`config.mk`:
```
export PLATFORM = sky130hd
export DESIGN_NAME = cmd_frame_rx
export DESIGN_NICKNAME = d
export VERILOG_FILES = /design/src/rtl/frame_rx_pkg.sv /design/src/rtl/frame_rx_sync.sv /design/src/rtl/frame_rx_edge.sv /design/src/rtl/frame_rx_core.sv /design/src/rtl/cmd_frame_rx.sv
export SDC_FILE = /design/constraint.sdc
export NUM_CORES = 1
export LEC_CHECK = 0
export BUFFER_PORTS_ARGS = -buffer_cell sky130_fd_sc_hd__buf_2
export CORE_ASPECT_RATIO = 0.8
export CORE_MARGIN = 1.5
export CORE_UTILIZATION = 31
export DETAILED_ROUTE_END_ITERATION = 6
export REMOVE_ABC_BUFFERS = 1
export SLEW_MARGIN = 20
export SYNTH_ARGS = -nofsm -noshare
export SYNTH_HDL_FRONTEND = slang
export SYNTH_HIERARCHICAL = 1
export SYNTH_SLANG_ARGS = --single-unit
```
`constraint.sdc`:
```
create_clock -name clk -period 2.4 [get_ports clk]
set_input_delay 0.72 -clock clk [delete_from_list [all_inputs] [get_ports clk]]
set_output_delay 0.72 -clock clk [all_outputs]
set_load 0.02 [all_outputs]
```
`src/rtl/frame_rx_pkg.sv`:
```
package frame_rx_pkg;

    localparam int FRAME_W   = 32;
    localparam int CNT_W     = $clog2(FRAME_W);
    localparam int FIELD_W   = 4;
    localparam int CMD_LSB   = 24;
    localparam int ADDR_LSB  = 20;
    localparam int PAYLOAD_W = 20;

    typedef enum logic [1:0] {
        PH_IDLE  = 2'd0,
        PH_SHIFT = 2'd1,
        PH_HOLD  = 2'd2
    } phase_e;

    typedef struct packed {
        phase_e               phase;
        logic [CNT_W-1:0]     cnt;
        logic [FRAME_W-1:0]   shreg;
        logic [FRAME_W-1:0]   word;
        logic                 valid;
    } core_state_t;

endpackage

```
`src/rtl/frame_rx_sync.sv`:
```
module frame_rx_sync #(
    parameter int              LANES  = 3,
    parameter int              STAGES = 2,
    parameter logic [LANES-1:0] RST_VAL = '1
) (
    input  logic             clk,
    input  logic             rst_n,
    input  logic [LANES-1:0] async_i,
    output logic [LANES-1:0] sync_o
);

    localparam int LAST = STAGES - 1;

    for (genvar l = 0; l < LANES; l++) begin : g_lane
        logic [STAGES-1:0] chain_d;
        logic [STAGES-1:0] chain_q;

        always_comb begin
            chain_d = {chain_q[STAGES-2:0], async_i[l]};
        end

        always_ff @(posedge clk or negedge rst_n) begin
            if (!rst_n) begin
                chain_q <= {STAGES{RST_VAL[l]}};
            end else begin
                chain_q <= chain_d;
            end
        end

        assign sync_o[l] = chain_q[LAST];
    end

endmodule

```
`src/rtl/frame_rx_edge.sv`:
```
module frame_rx_edge #(
    parameter int              LANES   = 2,
    parameter logic [LANES-1:0] RST_VAL = '1
) (
    input  logic             clk,
    input  logic             rst_n,
    input  logic [LANES-1:0] level_i,
    output logic [LANES-1:0] rise_o,
    output logic [LANES-1:0] fall_o
);

    logic [LANES-1:0] prev_d;
    logic [LANES-1:0] prev_q;

    always_comb begin
        prev_d = level_i;
    end

    always_ff @(posedge clk or negedge rst_n) begin
        if (!rst_n) begin
            prev_q <= RST_VAL;
        end else begin
            prev_q <= prev_d;
        end
    end

    for (genvar l = 0; l < LANES; l++) begin : g_det
        assign rise_o[l] = level_i[l] & ~prev_q[l];
        assign fall_o[l] = ~level_i[l] & prev_q[l];
    end

endmodule

```
`src/rtl/frame_rx_core.sv`:
```
module frame_rx_core
    import frame_rx_pkg::*;
(
    input  logic                clk,
    input  logic                rst_n,
    input  logic                sel_fall_i,
    input  logic                sel_rise_i,
    input  logic                sck_fall_i,
    input  logic                dat_i,
    output logic                valid_o,
    output logic [FRAME_W-1:0]  word_o,
    output phase_e              phase_o,
    output logic [CNT_W-1:0]    cnt_o
);

    localparam logic [CNT_W-1:0] LAST_BIT = CNT_W'(FRAME_W - 1);
    localparam logic [CNT_W-1:0] CNT_ONE  = CNT_W'(1);

    core_state_t st_d;
    core_state_t st_q;

    always_comb begin
        st_d       = st_q;
        st_d.valid = 1'b0;
        unique case (st_q.phase)
            PH_IDLE: begin
                if (sel_fall_i) begin
                    st_d.phase = PH_SHIFT;
                    st_d.cnt   = '0;
                    st_d.shreg = '0;
                end
            end
            PH_SHIFT: begin
                if (sel_rise_i) begin
                    st_d.phase = PH_IDLE;
                    st_d.cnt   = '0;
                    st_d.shreg = '0;
                end else if (sck_fall_i) begin
                    if (st_q.cnt == LAST_BIT) begin
                        st_d.word  = {st_q.shreg[FRAME_W-2:0], dat_i};
                        st_d.valid = 1'b1;
                        st_d.phase = PH_HOLD;
                        st_d.cnt   = '0;
                        st_d.shreg = '0;
                    end else begin
                        st_d.shreg = {st_q.shreg[FRAME_W-2:0], dat_i};
                        st_d.cnt   = st_q.cnt + CNT_ONE;
                    end
                end
            end
            PH_HOLD: begin
                if (sel_rise_i) begin
                    st_d.phase = PH_IDLE;
                end
            end
            default: begin
                st_d.phase = PH_IDLE;
                st_d.cnt   = '0;
                st_d.shreg = '0;
            end
        endcase
    end

    always_ff @(posedge clk or negedge rst_n) begin
        if (!rst_n) begin
            st_q.phase <= PH_IDLE;
            st_q.cnt   <= '0;
            st_q.shreg <= '0;
            st_q.word  <= '0;
            st_q.valid <= 1'b0;
        end else begin
            st_q <= st_d;
        end
    end

    assign valid_o = st_q.valid;
    assign word_o  = st_q.word;
    assign phase_o = st_q.phase;
    assign cnt_o   = st_q.cnt;

endmodule

```
`src/rtl/cmd_frame_rx.sv`:
```
module cmd_frame_rx
    import frame_rx_pkg::*;
#(
    parameter int SYNC_STAGES = 2
) (
    input  logic                  clk,
    input  logic                  rst_n,
    input  logic                  ser_sel_n,
    input  logic                  ser_clk,
    input  logic                  ser_dat,
    output logic                  frame_valid,
    output logic [FRAME_W-1:0]    frame_word,
    output logic [FIELD_W-1:0]    frame_cmd,
    output logic [FIELD_W-1:0]    frame_addr,
    output logic [PAYLOAD_W-1:0]  frame_data
);

    localparam int IDX_SEL = 2;
    localparam int IDX_SCK = 1;
    localparam int IDX_DAT = 0;

    logic [2:0]       pins;
    logic [2:0]       pins_s;
    logic [1:0]       lvl;
    logic [1:0]       rise;
    logic [1:0]       fall;
    logic             sel_rise;
    logic             sel_fall;
    logic             sck_fall;
    phase_e           core_phase;
    logic [CNT_W-1:0] core_cnt;

    assign pins = {ser_sel_n, ser_clk, ser_dat};

    frame_rx_sync #(
        .LANES   (3),
        .STAGES  (SYNC_STAGES),
        .RST_VAL (3'b110)
    ) u_sync (
        .clk     (clk),
        .rst_n   (rst_n),
        .async_i (pins),
        .sync_o  (pins_s)
    );

    assign lvl = {pins_s[IDX_SEL], pins_s[IDX_SCK]};

    frame_rx_edge #(
        .LANES   (2),
        .RST_VAL (2'b11)
    ) u_edge (
        .clk     (clk),
        .rst_n   (rst_n),
        .level_i (lvl),
        .rise_o  (rise),
        .fall_o  (fall)
    );

    assign sel_rise = rise[1];
    assign sel_fall = fall[1];
    assign sck_fall = fall[0];

    frame_rx_core u_core (
        .clk        (clk),
        .rst_n      (rst_n),
        .sel_fall_i (sel_fall),
        .sel_rise_i (sel_rise),
        .sck_fall_i (sck_fall),
        .dat_i      (pins_s[IDX_DAT]),
        .valid_o    (frame_valid),
        .word_o     (frame_word),
        .phase_o    (core_phase),
        .cnt_o      (core_cnt)
    );

    assign frame_cmd  = frame_word[CMD_LSB +: FIELD_W];
    assign frame_addr = frame_word[ADDR_LSB +: FIELD_W];
    assign frame_data = frame_word[PAYLOAD_W-1:0];

endmodule

```
==> impl_summary.log, run 1 <==
[metrics] Period Utilization, post-route: 0.804
[metrics] slew margin rel.: 0.647
[metrics] Chip Width: 120 µm
[metrics] remaining antenna violation count: 0
[metrics] final weighted congestion of routability-driven global placement: 0.696
[metrics] Total Nets Final: 262
[metrics] PortBufs: 65
[metrics] total setup buffers inserted after CTS: 0
[metrics] required time of the critical path: 2.61 ns
[metrics] remaining global-route overflow: 0
[metrics] Via density: 4.31
[metrics] cell area after technology mapping: 3420 µm²
[metrics] ratio of cells with drive above 1 in the final layout: 0.498
[metrics] Setup Slack @ Placement: 0.453 ns
[metrics] switching portion of total power: 0.208
[metrics] Post-Route Utilization: 0.345
[metrics] worst reg2reg setup slack: 0.47 ns
[metrics] clk_skew: 0.00388 ns
[metrics] Clock Path Buffers: 2
[metrics] first-pass detailed-route iteration total: 4
[metrics] Reg-to-Reg Start: u_sync/g_lane[1].chain_q[1]
[metrics] outcome: finished, final reports clean
[metrics] CTS clock-pin slew for the worst setup and hold paths: 0.05 ns
[metrics] number of buffers inserted for hold repair after clock tree synthesis: 0
[metrics] worst setup path endpoint: u_core/word_o[26]
[metrics] CTS tree: yes
[metrics] worst hold path type: flop to flop
[metrics] type of the setup path with the least slack: flop to flop
[metrics] commonest cells after routing, fill and taps aside: 73 x sky130_fd_sc_hd__dfrtp_1, 64 x sky130_fd_sc_hd__buf_2, 34 x sky130_fd_sc_hd__a22o_1
[metrics] Leakage: 2.02 nW
[metrics] capturing point of the worst reg2reg path: u_core/word_o[26]
[metrics] Iter 0 DRT Violations: 86
[metrics] die area: 11700 µm²
[metrics] register share of total power: 0.506
[metrics] highest achievable clock rate: 0.518 GHz
[metrics] vertical extent of the die: 96.9 µm
[metrics] final WL: 5230 µm
[metrics] smallest setup slack after layout: 0.470 ns
[metrics] area delta synth->final: 8.93%
[metrics] total vias in the final route: 1735
[metrics] buffer cell driving the clock tree root: sky130_fd_sc_hd__clkbuf_16
[metrics] Mapped Cells: 244
[metrics] crit end category: flop
[metrics] number of slew-limit violations in the final report: 0
[metrics] warnings from Yosys: 6
[metrics] Internal: 2.15 mW
[metrics] most common cell after layout, fill and taps aside: sky130_fd_sc_hd__dfrtp_1
[metrics] Skew-Pair Late Insertion Delay: 0.33 ns
[metrics] H-Tree Depth: 3
[metrics] number of hold violations in the final report: 0
[metrics] setup violation total in the final timing report: 0
[metrics] average cell area after synthesis: 14.0 µm²
[metrics] remaining design rule violation count: 0
[metrics] antenna violations before repair: 0
[metrics] delay of the slowest critical-path stage: 0.52 ns
[metrics] detailed-placement wirelength estimate: 3430 µm
[metrics] number of sinks on the clock net: 79
[metrics] cell area after placement: 3450 µm²
[metrics] I/O pin count: 66
[metrics] final critical path time including I/O delays and setup: 1.93 ns
[metrics] GRT Total Usage: 0.0997
[metrics] Resized cells post-CTS: 0
[metrics] clock share of power: 0.455
[metrics] number of global-route vias before repair: 1723
[metrics] cell with the largest stage delay on the worst path: sky130_fd_sc_hd__dfstp_2
[metrics] pin count of the biggest net entering global routing: 43
[metrics] number of placement rows: 34
[metrics] ratio of total power to cell area: 728 nW/µm²
[metrics] R2R depth: 5
[metrics] number of inserted diodes: 0
[metrics] setup repair after global routing missed its margin: no
[metrics] data arrival time of the worst path: 2.14 ns
[metrics] global-route wire length before repair: 8910 µm
[metrics] origin of the worst setup path: u_sync/g_lane[1].chain_q[1]
[metrics] finished layout cell area: 3720 µm²
[metrics] wire per inst: 13.0 µm
[metrics] Critical Path Source Type: flop
[metrics] initial core utilization: 0.316
[metrics] count of maximum capacitance violations: 0
[metrics] Core Footprint: 10800 µm²
[metrics] Worst-Margin Slew: 0.529 ns
[metrics] worst-path cell chain: and2b_2 > and4bb_2 > nand2_2 > buf_12 > mux2_2
[metrics] part of the total power dissipated in combinational logic: 0.039
[metrics] TritonCTS buffer count: 9
[metrics] maximum resistive drop on vdd: 0.219 mV
[metrics] Max Fanout on Critical Path: 27
[metrics] net switching power: 0.564 mW
-- per-layer routing --
layer  up-vias  wire length, µm  global-route usage
met3         8              304              0.0407
met4         0               81              0.0434
li1        809                -                   -
met2        47             2250               0.135
met1       871             2590               0.139
met5         -                0                   0
-- worst max-delay path, delay by kind of cell (launching register included) --
family	cells	cell delay [ns]
buf+inv	1	0.23
flops	1	0.52
mux	1	0.35
simple gates	3	0.70
-- worst min path at each step --
stage,endpoint,slack (ns),depth (start not counted),from
final,u_sync/g_lane[0].chain_q[1],0.35,0,u_sync/g_lane[0].chain_q[0]
after CTS,u_sync/g_lane[0].chain_q[1],0.35,0,u_sync/g_lane[0].chain_q[0]
after detailed placement,u_sync/g_lane[0].chain_q[1],0.34,0,u_sync/g_lane[0].chain_q[0]
after global routing,u_sync/g_lane[2].chain_q[1],0.36,0,u_sync/g_lane[2].chain_q[0]
after global placement,u_sync/g_lane[0].chain_q[1],0.33,0,u_sync/g_lane[0].chain_q[0]
after floorplan,u_sync/g_lane[0].chain_q[1],0.33,0,u_sync/g_lane[0].chain_q[0]
-- power by group through the flow --
stage | clock [mW] | combinational, mW | sequential [mW]
2_1_floorplan | 0 | 0.0489 | 1.39
3_3_place_gp | 0 | 0.108 | 1.39
3_5_place_dp | 0 | 0.111 | 1.39
4_1_cts | 1.28 | 0.111 | 1.37
5_1_grt | 1.34 | 0.122 | 1.37
6_report | 1.23 | 0.107 | 1.37
-- sequential cells by signal, summed over array words and instances, names as in the netlist --
signal                 cells
u_core/word_o             32
u_core/st_q               31
u_sync/g_lane.chain_q      6
u_core/cnt_o               5
u_core/phase_o             2
u_edge/prev_q              2
u_core/valid_o             1
-- layout make-up --
| cell class | count | area [µm²] |
|---|---|---|
| sequential | 79 | 1980 |
| clock inverter | 1 | 5.00 |
| clock buffer | 15 | 268 |
| tap | 144 | 180 |
| timing repair buffer | 71 | 398 |
| multi-input combinational | 92 | 885 |
| inverter | 1 | 3.75 |
| fill | 1073 | 7080 |
-- per-stage QoR --
stage | std cells | hold WS, ns | setup TNS (ns) | power (mW)
after floorplan | 172 | 0.331 | -2.07 | 1.44
after global placement | 387 | 0.334 | 0 | 1.50
after detailed placement | 387 | 0.338 | 0 | 1.51
after CTS | 403 | 0.351 | 0 | 2.77
after global routing | 403 | 0.362 | 0 | 2.84
final | 403 | 0.352 | 0 | 2.71
Note: power is estimated with default switching activity, not from simulation.
==> run 2: changes to the inputs <==
==> constraint.sdc (replaced) <==
create_clock -name clk -period 1.9 [get_ports clk]
set_input_delay 0.57 -clock clk [delete_from_list [all_inputs] [get_ports clk]]
set_output_delay 0.57 -clock clk [all_outputs]
set_load 0.02 [all_outputs]
==> run 2 against run 1 <==
Net effect: combinational power grew 78%; via count grew 8.7%; sequential power grew 26%; cell area grew 9.2%; sequential cell count is the same; hold slack lost 0.24 ns; critical endpoint is now u_core/word_o[2]; largest cell class unchanged.
==> impl_summary.log, run 2 (synthesis results as in run 1) <==
[metrics] data arrival time of the worst path: 2.09 ns (was 2.14 ns)
[metrics] TritonCTS buffer count: 9 (unchanged)
[metrics] required time of the critical path: 2.12 ns (was 2.61 ns)
[metrics] buffer cell driving the clock tree root: sky130_fd_sc_hd__clkbuf_16 (unchanged)
[metrics] area delta synth->final: 19.0% (was 8.93%)
[metrics] R2R depth: 6 (was 5)
[metrics] cell area after placement: 3540 µm² (was 3450 µm²)
[metrics] pin count of the biggest net entering global routing: 37 (was 43)
[metrics] I/O pin count: 66 (unchanged)
[metrics] final critical path time including I/O delays and setup: 1.88 ns (was 1.93 ns)
[metrics] worst hold path type: primary input to async pin (was flop to flop)
[metrics] Post-Route Utilization: 0.376 (was 0.345)
[metrics] capturing point of the worst reg2reg path: u_core/word_o[2] (was u_core/word_o[26])
[metrics] ratio of total power to cell area: 981 nW/µm² (was 728 nW/µm²)
[metrics] clk_skew: 0.00802 ns (was 0.00388 ns)
[metrics] remaining global-route overflow: 0 (unchanged)
[metrics] first-pass detailed-route iteration total: 4 (unchanged)
[metrics] number of flip-flops in the largest register: 32 (unchanged)
[metrics] Chip Width: 120 µm (unchanged)
[metrics] crit end category: flop (unchanged)
[metrics] number of slew-limit violations in the final report: 0 (unchanged)
[metrics] initial core utilization: 0.316 (unchanged)
[metrics] commonest cells after routing, fill and taps aside: 73 x sky130_fd_sc_hd__dfrtp_1, 64 x sky130_fd_sc_hd__buf_2, 34 x sky130_fd_sc_hd__a22o_1 (unchanged)
[metrics] final weighted congestion of routability-driven global placement: 0.637 (was 0.696)
[metrics] CTS tree: yes (unchanged)
[metrics] final WL: 5930 µm (was 5230 µm)
[metrics] Worst-Margin Slew: 0.343 ns (was 0.529 ns)
[metrics] H-Tree Depth: 3 (unchanged)
[metrics] most common cell after layout, fill and taps aside: sky130_fd_sc_hd__dfrtp_1 (unchanged)
[metrics] total vias in the final route: 1886 (was 1735)
[metrics] remaining design rule violation count: 0 (unchanged)
[metrics] outcome: finished, final reports clean (unchanged)
[metrics] Reg-to-Reg Start: u_sync/g_lane[1].chain_q[1] (unchanged)
[metrics] type of the setup path with the least slack: flop to flop (unchanged)
[metrics] Max Fanout on Critical Path: 11 (was 27)
[metrics] remaining antenna violation count: 0 (unchanged)
[metrics] global-route wire length before repair: 9820 µm (was 8910 µm)
[metrics] highest achievable clock rate: 0.533 GHz (was 0.518 GHz)
[metrics] setup violation total in the final timing report: 0 (unchanged)
[metrics] GRT Total Usage: 0.110 (was 0.0997)
[metrics] Clock Path Buffers: 2 (unchanged)
[metrics] Core Footprint: 10800 µm² (unchanged)
[metrics] number of buffers inserted for hold repair after clock tree synthesis: 0 (unchanged)
[metrics] Skew-Pair Late Insertion Delay: 0.34 ns (was 0.33 ns)
[metrics] number of sinks on the clock net: 79 (unchanged)
[metrics] wire per inst: 14.0 µm (was 13.0 µm)
[metrics] setup repair after global routing missed its margin: yes (was no)
[metrics] Period Utilization, post-route: 0.987 (was 0.804)
[metrics] Total Nets Final: 283 (was 262)
[metrics] number of placement rows: 34 (unchanged)
[metrics] die area: 11700 µm² (unchanged)
[metrics] CTS clock-pin slew for the worst setup and hold paths: 0.06 ns (was 0.05 ns)
[metrics] count of maximum capacitance violations: 0 (unchanged)
[metrics] detailed-placement wirelength estimate: 3640 µm (was 3430 µm)
[metrics] Iter 0 DRT Violations: 74 (was 86)
[metrics] Sequential cell area: 1980 µm² (unchanged)
[metrics] worst reg2reg setup slack: 0.02 ns (was 0.47 ns)
[metrics] ratio of cells with drive above 1 in the final layout: 0.557 (was 0.498)
[metrics] number of global-route vias before repair: 1863 (was 1723)
[metrics] antenna violations before repair: 0 (unchanged)
[metrics] Leakage: 2.18 nW (was 2.02 nW)
[metrics] count of fill cells added during filler insertion: 1068 (was 1073)
[metrics] area taken by multi-input logic gates: 941 µm² (was 885 µm²)
[metrics] vertical extent of the die: 96.9 µm (unchanged)
[metrics] Via density: 4.45 (was 4.31)
[metrics] maximum resistive drop on vdd: 0.464 mV (was 0.219 mV)
[metrics] number of inserted diodes: 0 (unchanged)
[metrics] slew margin rel.: 0.771 (was 0.647)
[metrics] finished layout cell area: 4070 µm² (was 3720 µm²)
[metrics] number of hold violations in the final report: 0 (unchanged)
[metrics] PortBufs: 65 (unchanged)
[metrics] Critical Path Source Type: flop (unchanged)
run 2: cell count changes in the layout (fill, tap and decap cells not counted), moves of 2 or more:
cell,previous run,this run
sky130_fd_sc_hd__clkbuf_8,2,0
sky130_fd_sc_hd__clkbuf_1,4,1
sky130_fd_sc_hd__buf_6,0,4
sky130_fd_sc_hd__buf_4,5,19
sky130_fd_sc_hd__ha_1,3,1
sky130_fd_sc_hd__nor2b_4,0,2
sky130_fd_sc_hd__bufinv_16,0,4
run 2: worst max-delay path, cell delays in order, from the launching register on:
cell and delay, ns:
sky130_fd_sc_hd__dfstp_2 0.53, sky130_fd_sc_hd__and2b_2 0.23, sky130_fd_sc_hd__and4bb_2 0.25, sky130_fd_sc_hd__buf_6 0.14, sky130_fd_sc_hd__nand2_8 0.08, sky130_fd_sc_hd__buf_6 0.17, sky130_fd_sc_hd__mux2_2 0.35
run 2: stage by stage:
stage	std cells	setup slack [ns]	hold WS [ns]	total power, mW	TNS, ns
2_1_floorplan	172	-0.567	0.274	1.82	-20.09
6_report	424	0.0240	0.112	3.99	0
5_1_grt	424	-0.0228	0.119	4.14	-0.118
4_1_cts	422	-0.0174	0.110	4.03	-0.0786
3_5_place_dp	400	-0.0615	0.340	1.93	-2.31
3_3_place_gp	400	-0.379	0.332	1.92	-11.64
run 2: worst max path at each step:
stage | startpoint | endpoint | slack (ns) | cells past startpoint
after global routing | u_sync/g_lane[1].chain_q[1] | u_core/word_o[2] | -0.02 | 6
after detailed placement | u_edge/prev_q[1] | u_core/st_q[33] | -0.06 | 4
after floorplan | u_edge/prev_q[1] | u_core/st_q[33] | -0.57 | 4
after global placement | u_edge/prev_q[1] | u_core/st_q[57] | -0.38 | 4
after CTS | u_core/cnt_o[0] | u_core/word_o[14] | -0.02 | 7
final | u_sync/g_lane[1].chain_q[1] | u_core/word_o[2] | 0.02 | 6
run 2: layout make-up:
type | count | share of cell area
Clock buffer | 10 | 0.0563
Clock inverter | 6 | 0.0326
Inverter | 1 | 0.000923
Multi-Input combinational cell | 93 | 0.231
Sequential cell | 79 | 0.488
Tap cell | 144 | 0.0443
Timing Repair Buffer | 91 | 0.146
run 2: routing by layer:
metal | part of all wire | global-route usage | vias to the layer above | wire, µm
met2 | 0.44 | 0.150 | 57 | 2580
met4 | 0.018 | 0.0525 | 0 | 106
li1 | - | - | 863 | -
met5 | 0 | 0 | - | 0
met3 | 0.054 | 0.0413 | 12 | 318
met1 | 0.49 | 0.154 | 954 | 2920
run 2: power breakdown:
group	total [mW]	internal (mW)	switching [mW]
sequential	1.73	1.71	0.0140
combinational	0.190	0.0812	0.109
clock	2.07	1.41	0.660
run 2: what timing repair did:
item,in CTS,in global routing
endpoints found under the setup margin,63,61
setup buffers,4,3
endpoints found under the hold margin,0,0
resized for setup,9,6
pin swaps,2,1
cloned,2,0
==> run 3: changes to the inputs <==
--- a/config.mk
+++ b/config.mk
@@ -5,10 +5,12 @@
 export SDC_FILE = /design/constraint.sdc
 export NUM_CORES = 1
 export LEC_CHECK = 0
+export ABC_AREA = 1
 export BUFFER_PORTS_ARGS = -buffer_cell sky130_fd_sc_hd__buf_2
 export CORE_ASPECT_RATIO = 0.8
 export CORE_MARGIN = 1.5
 export CORE_UTILIZATION = 31
+export CTS_BUF_LIST = sky130_fd_sc_hd__clkbuf_4
 export DETAILED_ROUTE_END_ITERATION = 6
 export REMOVE_ABC_BUFFERS = 1
 export SLEW_MARGIN = 20
==> run 3 against run 2 <==
Net effect: sequential cell count unchanged; via count is 23% higher; global-route usage about the same.
==> impl_summary.log, run 3 <==
[metrics] outcome: finished, final reports clean (unchanged)
[metrics] remaining global-route overflow: 0 (unchanged)
[metrics] global-route wire length before repair: 11100 µm (was 9820 µm)
[metrics] first-pass detailed-route iteration total: 4 (unchanged)
[metrics] highest achievable clock rate: 0.590 GHz (was 0.533 GHz)
[metrics] Chip Width: 126 µm (was 120 µm)
[metrics] Critical Path Source Type: flop (unchanged)
[metrics] CTS clock-pin slew for the worst setup and hold paths: 0.12 ns (was 0.06 ns)
[metrics] most common cell after layout, fill and taps aside: sky130_fd_sc_hd__dfrtp_1 (unchanged)
[metrics] required time of the critical path: 2.24 ns (was 2.12 ns)
[metrics] number of slew-limit violations in the final report: 0 (unchanged)
[metrics] Iter 0 DRT Violations: 86 (was 74)
[metrics] warnings from Yosys: 6 (unchanged)
[metrics] maximum resistive drop on vdd: 0.378 mV (was 0.464 mV)
[metrics] vertical extent of the die: 102 µm (was 96.9 µm)
[metrics] final critical path time including I/O delays and setup: 1.70 ns (was 1.88 ns)
[metrics] met2 wire length: 2960 µm (was 2580 µm)
[metrics] total vias in the final route: 2328 (was 1886)
[metrics] Clock Path Buffers: 2 (unchanged)
[metrics] total setup buffers inserted after CTS: 0 (was 4)
[metrics] number of global-route vias before repair: 2238 (was 1863)
[metrics] Mapped Cells: 372 (was 244)
[metrics] Fin Hold WS: 0.0592 ns (was 0.112 ns)
[metrics] length of routed met3 wiring: 336 µm (was 318 µm)
[metrics] H-Tree Depth: 3 (unchanged)
[metrics] Internal: 2.27 mW (was 3.21 mW)
[metrics] number of hold violations in the final report: 0 (unchanged)
[metrics] number of flip-flops in the largest register: 32 (unchanged)
[metrics] R2R depth: 9 (was 6)
[metrics] number of placement rows: 35 (was 34)
[metrics] count of maximum capacitance violations: 0 (unchanged)
[metrics] number of buffers inserted for hold repair after clock tree synthesis: 0 (unchanged)
[metrics] average cell area after synthesis: 10.2 µm² (was 14.0 µm²)
[metrics] ratio of cells with drive above 1 in the final layout: 0.386 (was 0.557)
[metrics] number of sinks on the clock net: 79 (unchanged)
[metrics] CTS tree: yes (unchanged)
[metrics] data arrival time of the worst path: 2.04 ns (was 2.09 ns)
[metrics] Worst-Margin Slew: 0.454 ns (was 0.343 ns)
[metrics] detailed-placement wirelength estimate: 4470 µm (was 3640 µm)
[metrics] clock share of power: 0.298 (was 0.520)
[metrics] PortBufs: 65 (unchanged)
[metrics] Via density: 4.36 (was 4.45)
[metrics] cell area after technology mapping: 3780 µm² (was 3420 µm²)
[metrics] setup violation total in the final timing report: 0 (unchanged)
[metrics] Reg-to-Reg Start: u_core/cnt_o[0] (was u_sync/g_lane[1].chain_q[1])
[metrics] ratio of total power to cell area: 820 nW/µm² (was 981 nW/µm²)
[metrics] final WL: 6490 µm (was 5930 µm)
[metrics] buffer cell driving the clock tree root: sky130_fd_sc_hd__clkbuf_4 (was sky130_fd_sc_hd__clkbuf_16)
[metrics] setup repair after global routing missed its margin: no (was yes)
[metrics] count of fill cells added during filler insertion: 1178 (was 1068)
[metrics] GRT Total Usage: 0.110 (about the same)
[metrics] Leakage: 1.99 nW (was 2.18 nW)
[metrics] commonest cells after routing, fill and taps aside: 73 x sky130_fd_sc_hd__dfrtp_1, 64 x sky130_fd_sc_hd__buf_2, 48 x sky130_fd_sc_hd__nand2_1 (was 73 x sky130_fd_sc_hd__dfrtp_1, 64 x sky130_fd_sc_hd__buf_2, 34 x sky130_fd_sc_hd__a22o_1)
[metrics] pin count of the biggest net entering global routing: 36 (was 37)
[metrics] worst reg2reg setup slack: 0.20 ns (was 0.02 ns)
[metrics] Routed met1 length: 3130 µm (was 2920 µm)
[metrics] crit end category: flop (unchanged)
[metrics] slew margin rel.: 0.697 (was 0.771)
[metrics] switching portion of total power: 0.300 (was 0.196)
[metrics] Total Nets Final: 389 (was 283)
[metrics] part of the total power dissipated in combinational logic: 0.156 (was 0.048)
[metrics] Period Utilization, post-route: 0.893 (was 0.987)
[metrics] die area: 12900 µm² (was 11700 µm²)
[metrics] number of inserted diodes: 0 (unchanged)
[metrics] Core Footprint: 11700 µm² (was 10800 µm²)
[metrics] area delta synth->final: 4.64% (was 19.0%)
[metrics] wire per inst: 12.1 µm (was 14.0 µm)
[metrics] Max Fanout on Critical Path: 20 (was 11)
[metrics] type of the setup path with the least slack: flop to flop (unchanged)
[metrics] clk_skew: 0.0135 ns (was 0.00802 ns)
[metrics] TritonCTS buffer count: 9 (unchanged)
[metrics] antenna violations before repair: 0 (unchanged)
[metrics] post-route setup TNS: 0 ns (unchanged)
[metrics] final weighted congestion of routability-driven global placement: 0.729 (was 0.637)
[metrics] remaining antenna violation count: 0 (unchanged)
[metrics] net switching power: 0.972 mW (was 0.783 mW)
[metrics] capturing point of the worst reg2reg path: u_core/word_o[0] (was u_core/word_o[2])
[metrics] worst hold path type: primary input to async pin (unchanged)
[metrics] top layer used by detailed routing: met4 (unchanged)
[metrics] I/O pin count: 66 (unchanged)
[metrics] remaining design rule violation count: 0 (unchanged)
[metrics] register share of total power: 0.546 (was 0.433)
[metrics] Resized cells post-CTS: 0 (was 9)
[metrics] Skew-Pair Late Insertion Delay: 0.44 ns (was 0.34 ns)
[metrics] initial core utilization: 0.323 (was 0.316)
## run 3: worst max-delay path, cell delays in order, from the launching register on
cell and delay, ns:
sky130_fd_sc_hd__dfrtp_1 0.45, sky130_fd_sc_hd__ha_1 0.23, sky130_fd_sc_hd__nand2_1 0.09, sky130_fd_sc_hd__nor2_1 0.06
sky130_fd_sc_hd__ha_1 0.22, sky130_fd_sc_hd__nand2_4 0.20, sky130_fd_sc_hd__buf_12 0.19, sky130_fd_sc_hd__inv_1 0.06
sky130_fd_sc_hd__nand2_1 0.05, sky130_fd_sc_hd__nand2_1 0.05
## run 3: power groups by stage
stage               combinational (mW)  sequential, mW  clock, mW
finish                           0.505            1.77      0.966
global route                     0.556            1.77       1.08
CTS                              0.513            1.77       1.02
detailed placement               0.513            1.80          0
global placement                 0.508            1.79          0
floorplan                        0.311            1.79          0
## run 3: cell type report
cell class	instances	area (µm²)	area share
inverters	45	173	0.0437
well taps	148	185	0.0469
clock inverters	7	62.6	0.0158
flip-flops and latches	79	1980	0.502
clock buffers	9	67.6	0.0171
repair buffers	76	460	0.117
multi-input cells	170	1020	0.258
## run 3: worst max path at each step
| stage | startpoint | endpoint | slack (ns) | cells after the start |
|---|---|---|---|---|
| after floorplan | u_sync/g_lane[2].chain_q[1] | u_core/word_o[0] | -0.07 | 9 |
| after global placement | u_core/cnt_o[0] | u_core/word_o[0] | 0.27 | 9 |
| after detailed placement | u_core/cnt_o[0] | u_core/word_o[0] | 0.23 | 9 |
| after CTS | u_core/cnt_o[0] | u_core/word_o[0] | 0.21 | 9 |
| after global routing | u_core/cnt_o[0] | u_core/word_o[8] | 0.10 | 8 |
| final | u_core/cnt_o[0] | u_core/word_o[0] | 0.20 | 9 |
## run 3: metal layers
layer  up-vias  global-route usage
li1       1146                   -
met1      1115               0.145
met2        58               0.171
met3         9              0.0391
met4         0              0.0371
met5         -                   0
## run 3: stage by stage
step	instances	utilization	area (µm²)	worst slack, ns	power [mW]
floorplan	294	-	3180	-0.0732	2.10
global placement	518	0.327	3820	0.275	2.30
detailed placement	518	0.327	3820	0.231	2.31
CTS	534	0.338	3950	0.206	3.30
global route	534	0.338	3950	0.103	3.41
finish	534	0.338	3950	0.204	3.24
